--- src/rtl/aem_pkg.sv ---
package aem_pkg;
  typedef enum logic [1:0] {
    MODE_NONE = 2'b00,
    MODE_OPT  = 2'b01,
    MODE_SEQ  = 2'b10,
    MODE_GNT  = 2'b11
  } mode_e;

  typedef enum logic [2:0] {
    S_IDLE, S_OPT_GO, S_OPT_WAIT, S_SEQ_ISS, S_SEQ_WAIT,
    S_GREQ, S_GNT_ISS, S_GNT_WAIT
  } ctl_state_e;

  function automatic mode_e mode_of(ctl_state_e s);
    case (s)
      S_OPT_GO, S_OPT_WAIT: return MODE_OPT;
      S_SEQ_ISS, S_SEQ_WAIT: return MODE_SEQ;
      S_GREQ, S_GNT_ISS, S_GNT_WAIT: return MODE_GNT;
      default: return MODE_NONE;
    endcase
  endfunction
endpackage

--- src/rtl/aem_addr_file.sv ---
module aem_addr_file #(
  parameter int AW = 32,
  parameter int N  = 8,
  localparam int IW = (N > 1) ? $clog2(N) : 1,
  localparam int CW = $clog2(N + 1)
) (
  input  logic            clk,
  input  logic            rst_n,
  input  logic            wr_en,
  input  logic [AW-1:0]   wr_data,
  input  logic            clear,
  input  logic [IW-1:0]   rd_idx,
  output logic [AW-1:0]   rd_data,
  output logic [CW-1:0]   count,
  output logic [N*AW-1:0] flat
);
  logic [AW-1:0] regs [N];

  always_ff @(posedge clk) begin
    if (wr_en) regs[count[IW-1:0]] <= wr_data;
  end

  always_ff @(posedge clk) begin
    if (!rst_n || clear) count <= '0;
    else if (wr_en)      count <= count + CW'(1);
  end

  assign rd_data = regs[rd_idx];

  for (genvar g = 0; g < N; g++) begin : g_flat
    assign flat[g*AW +: AW] = regs[g];
  end
endmodule

--- src/rtl/aem_issue_ctr.sv ---
module aem_issue_ctr #(
  parameter int N = 8,
  localparam int IW = (N > 1) ? $clog2(N) : 1,
  localparam int CW = $clog2(N + 1)
) (
  input  logic          clk,
  input  logic          rst_n,
  input  logic          active,
  input  logic          fire,
  input  logic [CW-1:0] count,
  output logic [IW-1:0] idx,
  output logic          last
);
  assign last = (CW'(idx) + CW'(1)) == count;

  always_ff @(posedge clk) begin
    if (!rst_n || !active) idx <= '0;
    else if (fire)         idx <= last ? '0 : idx + IW'(1);
  end
endmodule

--- src/rtl/aem_fsm.sv ---
module aem_fsm
  import aem_pkg::*;
#(
  parameter int CW = 4
) (
  input  logic          clk,
  input  logic          rst_n,
  input  logic          start,
  input  logic [CW-1:0] count,
  input  logic          iss_fire,
  input  logic          last,
  input  logic          res_valid,
  input  logic          res_fail,
  input  logic          gnt_ack,
  input  logic          gnt_deny,
  output ctl_state_e    state,
  output logic          fin,
  output logic          done,
  output mode_e         done_mode,
  output logic          gnt_release
);
  ctl_state_e nxt;
  mode_e      fin_mode;

  always_comb begin
    nxt      = state;
    fin      = 1'b0;
    fin_mode = MODE_NONE;
    case (state)
      S_IDLE:     if (start && count != '0) nxt = S_OPT_GO;
      S_OPT_GO:   nxt = S_OPT_WAIT;
      S_OPT_WAIT: if (res_valid) begin
        if (res_fail) nxt = S_SEQ_ISS;
        else begin fin = 1'b1; fin_mode = MODE_OPT; nxt = S_IDLE; end
      end
      S_SEQ_ISS:  if (iss_fire && last) nxt = S_SEQ_WAIT;
      S_SEQ_WAIT: if (res_valid) begin
        if (res_fail) nxt = S_GREQ;
        else begin fin = 1'b1; fin_mode = MODE_SEQ; nxt = S_IDLE; end
      end
      S_GREQ:     if (gnt_ack && !gnt_deny) nxt = S_GNT_ISS;
      S_GNT_ISS:  if (iss_fire && last) nxt = S_GNT_WAIT;
      S_GNT_WAIT: if (res_valid) begin
        fin = 1'b1; fin_mode = MODE_GNT; nxt = S_IDLE;
      end
      default:    nxt = S_IDLE;
    endcase
  end

  always_ff @(posedge clk) begin
    if (!rst_n) begin
      state       <= S_IDLE;
      done        <= 1'b0;
      done_mode   <= MODE_NONE;
      gnt_release <= 1'b0;
    end else begin
      state       <= nxt;
      done        <= fin;
      done_mode   <= fin_mode;
      gnt_release <= fin && (fin_mode == MODE_GNT);
    end
  end
endmodule

--- src/rtl/atomic_escalator.sv ---
module atomic_escalator
  import aem_pkg::*;
#(
  parameter int AW       = 32,
  parameter int MAX_ADDR = 8,
  localparam int IW = (MAX_ADDR > 1) ? $clog2(MAX_ADDR) : 1,
  localparam int CW = $clog2(MAX_ADDR + 1)
) (
  input  logic                  clk,
  input  logic                  rst_n,
  input  logic                  ld_valid,
  output logic                  ld_ready,
  input  logic [AW-1:0]         ld_addr,
  input  logic                  start,
  output logic                  spec_go,
  output logic [1:0]            exec_mode,
  output logic                  iss_valid,
  input  logic                  iss_ready,
  output logic [AW-1:0]         iss_addr,
  input  logic                  res_valid,
  input  logic                  res_fail,
  output logic                  gnt_req,
  output logic [MAX_ADDR*AW-1:0] gnt_addrs,
  output logic [CW-1:0]         gnt_cnt,
  input  logic                  gnt_ack,
  input  logic                  gnt_deny,
  output logic                  gnt_release,
  output logic                  nak_en,
  output logic                  done,
  output logic [1:0]            done_mode
);
  ctl_state_e    state;
  mode_e         dmode;
  logic          fin, last, iss_fire, issuing;
  logic [CW-1:0] count;
  logic [IW-1:0] idx;

  assign issuing  = (state == S_SEQ_ISS) || (state == S_GNT_ISS);
  assign iss_valid = issuing;
  assign iss_fire = issuing && iss_ready;
  assign ld_ready = (state == S_IDLE) && (count < CW'(MAX_ADDR));
  assign spec_go  = (state == S_OPT_GO);
  assign exec_mode = mode_of(state);
  assign gnt_req  = (state == S_GREQ);
  assign gnt_cnt  = count;
  assign nak_en   = (state == S_GNT_ISS) || (state == S_GNT_WAIT);
  assign done_mode = dmode;

  aem_addr_file #(.AW(AW), .N(MAX_ADDR)) u_list (
    .clk(clk), .rst_n(rst_n), .wr_en(ld_valid && ld_ready), .wr_data(ld_addr),
    .clear(fin), .rd_idx(idx), .rd_data(iss_addr), .count(count), .flat(gnt_addrs)
  );

  aem_issue_ctr #(.N(MAX_ADDR)) u_ctr (
    .clk(clk), .rst_n(rst_n), .active(issuing), .fire(iss_fire),
    .count(count), .idx(idx), .last(last)
  );

  aem_fsm #(.CW(CW)) u_fsm (
    .clk(clk), .rst_n(rst_n), .start(start), .count(count), .iss_fire(iss_fire),
    .last(last), .res_valid(res_valid), .res_fail(res_fail), .gnt_ack(gnt_ack),
    .gnt_deny(gnt_deny), .state(state), .fin(fin), .done(done),
    .done_mode(dmode), .gnt_release(gnt_release)
  );
endmodule

--- config.mk ---
export PLATFORM = sky130hd
export DESIGN_NAME = atomic_escalator
export DESIGN_NICKNAME = d
export VERILOG_FILES = /design/src/rtl/aem_pkg.sv /design/src/rtl/aem_addr_file.sv /design/src/rtl/aem_issue_ctr.sv /design/src/rtl/aem_fsm.sv /design/src/rtl/atomic_escalator.sv
export SDC_FILE = /design/constraint.sdc
export NUM_CORES = 1
export LEC_CHECK = 0
export ABC_AREA = 1
export BUFFER_PORTS_ARGS = -buffer_cell sky130_fd_sc_hd__buf_2
export CORE_ASPECT_RATIO = 1.2
export CORE_MARGIN = 1.5
export CORE_UTILIZATION = 51
export CTS_CLUSTER_SIZE = 40
export DETAILED_ROUTE_END_ITERATION = 10
export MAX_ROUTING_LAYER = met4
export PLACE_DENSITY = 0.8
export SLEW_MARGIN = 15
export SYNTH_ARGS = -nofsm -noshare
export SYNTH_HDL_FRONTEND = slang
export SYNTH_SLANG_ARGS = --single-unit
export TNS_END_PERCENT = 20
--- constraint.sdc ---
create_clock -name clk -period 5.1 [get_ports clk]
set_input_delay 0.255 -clock clk [delete_from_list [all_inputs] [get_ports clk]]
set_output_delay 0.255 -clock clk [all_outputs]
set_load 0.02 [all_outputs]
==> run metrics <==
status=finished, final reports clean; FF-to-FF Start=u_fsm.state[0]$_SDFFE_PN0P_; Slew HR=37.4%; ANT nets after route=0; RSZ-0062 raised after global routing=false; Final Skew=6.47 ps; Detail Placement HPWL=19800 um; IO Port Bufs=343; count of clock tree sinks=273; Internal Power=4.29 mW; area of the multi-input gates=2580 sq um; R2R Setup Slk=2640 ps; Crit Path Max Fanout=70; fin. max-slew vios=0; CP arrival=3170 ps; layout cells sized above 1=34.3%; drt pass-1 iters=7; Worst path slowest cell=buf_4; Reg2Reg Depth=6; Final Wtd Congestion=0.882; syn_area_per_cell=12.4 sq um; upper clock frequency limit=292 MHz; Core ar.=21000 sq um; largest net degree at the start of global routing=75; Worst Hold Class=input pin to register; hold-fix buffers at CTS=20; hold worst-path end=u_list.regs[3][4]$_DFFE_PP_; Vias/cell=5.67; Clk pwr share=30.1%; maximum capacitance violations=0; non-filler instance count after layout=1517; VDD IR max=0.000293 V; PwrDens=456 nW/um^2; Min-Delay Path Depth=1; Hold Startpoint=ld_addr[4]; CTS tree=built; Die H=163 um; Total Routed Length=31200 um; Worst-path clk slew=70 ps; GR Overflow Total=0; register area=8040 sq um; count of cell types in the netlist=31; area fraction of the dominant cell type after synthesis=70.7%; DR iter-0 viols=898; crit path capture type=output pin; Vias=8603; Die ar.=22200 sq um; syn_nets=918; nets@finish=1271; io pins=344; most frequent cells in the layout=343 x buf_2, 256 x edfxtp_1, 214 x nor2_1; placement row count=58; Total GRT Usage=27.9%; Final Hold Vio Count=0; total net switching power=2.08 mW; register share of total power=44.0%; post-CTS sizing=0; final setup vio count=0; setup TNS=0 ps; number of synthesized register bits=273; worst setup path class=register to output pin; post-synthesis cell count=874; CTS root buf=clkbuf_16; ANT cells=0; Switching Fraction=32.6%; area leader, netlist=edfxtp_1; Skew-Pair Late Insertion Delay=520 ps; Period minus WS final=3420 ps; sequential area share after synthesis=73.8%; final period utilization=67.1%; CTS Buf Count=26; RR Endpoint=u_list.regs[6][19]$_DFFE_PP_; Least-Margin Pin Slew=939 ps; first-pass GRT wire length=45300 um; Cell Area, Synth=10900 sq um; vias in the first global route=8207; leak pwr=5.56 nW; H-tree levels=1; initial antenna violation count=0; clk buf depth=3; final design utilization=66.7%; Syn-to-layout area delta=28.6%; chip width=136 um; initial core utilization=51.8%; Yosys warning total=0; CP required=4850 ps; Fill cells=1501; CP most frequent cell=nand2_1; synth top area cells=edfxtp_1 71%, nor2_1 7.6%, o32ai_1 5.2%, nand2_1 4.6%, dfxtp_1 3.1%; Logic pwr share=25.9%; DRC Markers=0; leading cell type in the layout, fill and taps excluded=buf_2; Placed Cells=1446; routed len/inst=20.6 um; setup bufs post-CTS=0; crit start category=register; Worst path max stage delay=670 ps; CP cell instances=inv_4 -> buf_4 -> nor2_1 -> o32ai_1 -> nand2_1 -> nand2_1 -> buf_2
how the worst max path moves through the flow:
| stage | startpoint | to | slack [ps] | cells past startpoint |
|---|---|---|---|---|
| global route | register | iss_addr[20] | 1500 | 7 |
| finish | register | iss_addr[22] | 1680 | 7 |
| global placement | register | iss_addr[19] | 2350 | 7 |
| detailed placement | register | iss_addr[20] | 2290 | 7 |
| CTS | register | iss_addr[22] | 1700 | 7 |
| floorplan | u_fsm.state[2]$_SDFFE_PN0P_ | u_list.regs[5][0]$_DFFE_PP_ | 1350 | 8 |
synth_stat cells:
master / n
edfxtp_1: 256
nor2_1: 219
nand2_1: 132
o21ai_0: 65
o32ai_1: 64
clkbuf_1: 28
dfxtp_1: 17
inv_1: 16
buf_2: 13
nand3_1: 10
nor2_2: 9
inv_2: 6
buf_4: 5
nand2_2: 5
a21oi_1: 4
nor3_1: 4
buf_1: 3
ha_1: 3
o2111ai_1: 2
xor2_1: 2
and3_1: 1
buf_6: 1
nand2_4: 1
nand3_2: 1
nand4_1: 1
nor2_4: 1
nor3b_1: 1
o211ai_1: 1
o21ai_1: 1
o21bai_1: 1
or2_2: 1
flip-flops by register name (all words and copies together) (netlist names), named ones only:
| name | count |
|---|---|
| u_ctr.idx | 3 |
| u_fsm.done | 1 |
| u_fsm.done_mode | 2 |
| u_fsm.gnt_release | 1 |
| u_fsm.state | 3 |
| u_list.count | 4 |
| u_list.regs | 256 |
power by group through the flow:
stage / Clock [mW] / Combinational (mW) / Sequential (mW)
after floorplan: 0 / 0.968 / 2.92
after global placement: 0 / 1.57 / 2.84
after detailed placement: 0 / 1.60 / 2.85
after CTS: 1.93 / 1.62 / 2.80
after global routing: 2.02 / 1.78 / 2.82
final: 1.92 / 1.65 / 2.80
final cells by class:
type	instances	share of cell area [%]
Clock buffer	36	5.36
Clock inverter	12	0.859
Inverter	22	0.609
Multi-Input combinational cell	529	18.5
Sequential cell	273	57.5
Tap cell	270	2.42
Timing Repair Buffer	375	14.8
stage by stage:
stage / instance area [sq um] / power (mW) / hold slack [ps] / worst slack [ps]
floorplan: 10900 / 3.89 / 354 / 1350
global placement: 12800 / 4.41 / 515 / 2350
detailed placement: 12800 / 4.45 / 521 / 2290
CTS: 13900 / 6.36 / 0.654 / 1700
global route: 14000 / 6.61 / 10.1 / 1500
finish: 14000 / 6.37 / 11.9 / 1680
kinds of logic after synthesis:
kind of cell | synth area share, %
flip-flops | 73.8
buffers and inverters | 2.88
AND/OR/NAND/NOR | 14.1
adder cells (fa/ha/maj) | 0.345
XOR/XNOR | 0.161
AO/OA/AOI/OAI | 8.68
metal layers:
layer	track usage, %	vias to the layer above	wire, um
met5	-	-	0
met4	11.8	0	1200
met3	4.86	90	2470
met2	47.2	542	16100
met1	32.8	4127	11400
li1	-	3844	-
worst max-delay path, delay by kind of cell, from the launching register on:
family	cells	cell delay (ps)
buf+inv	3	1450
compound gates	1	310
flops	1	540
simple gates	3	320
Power figures use the tool's default switching activity.
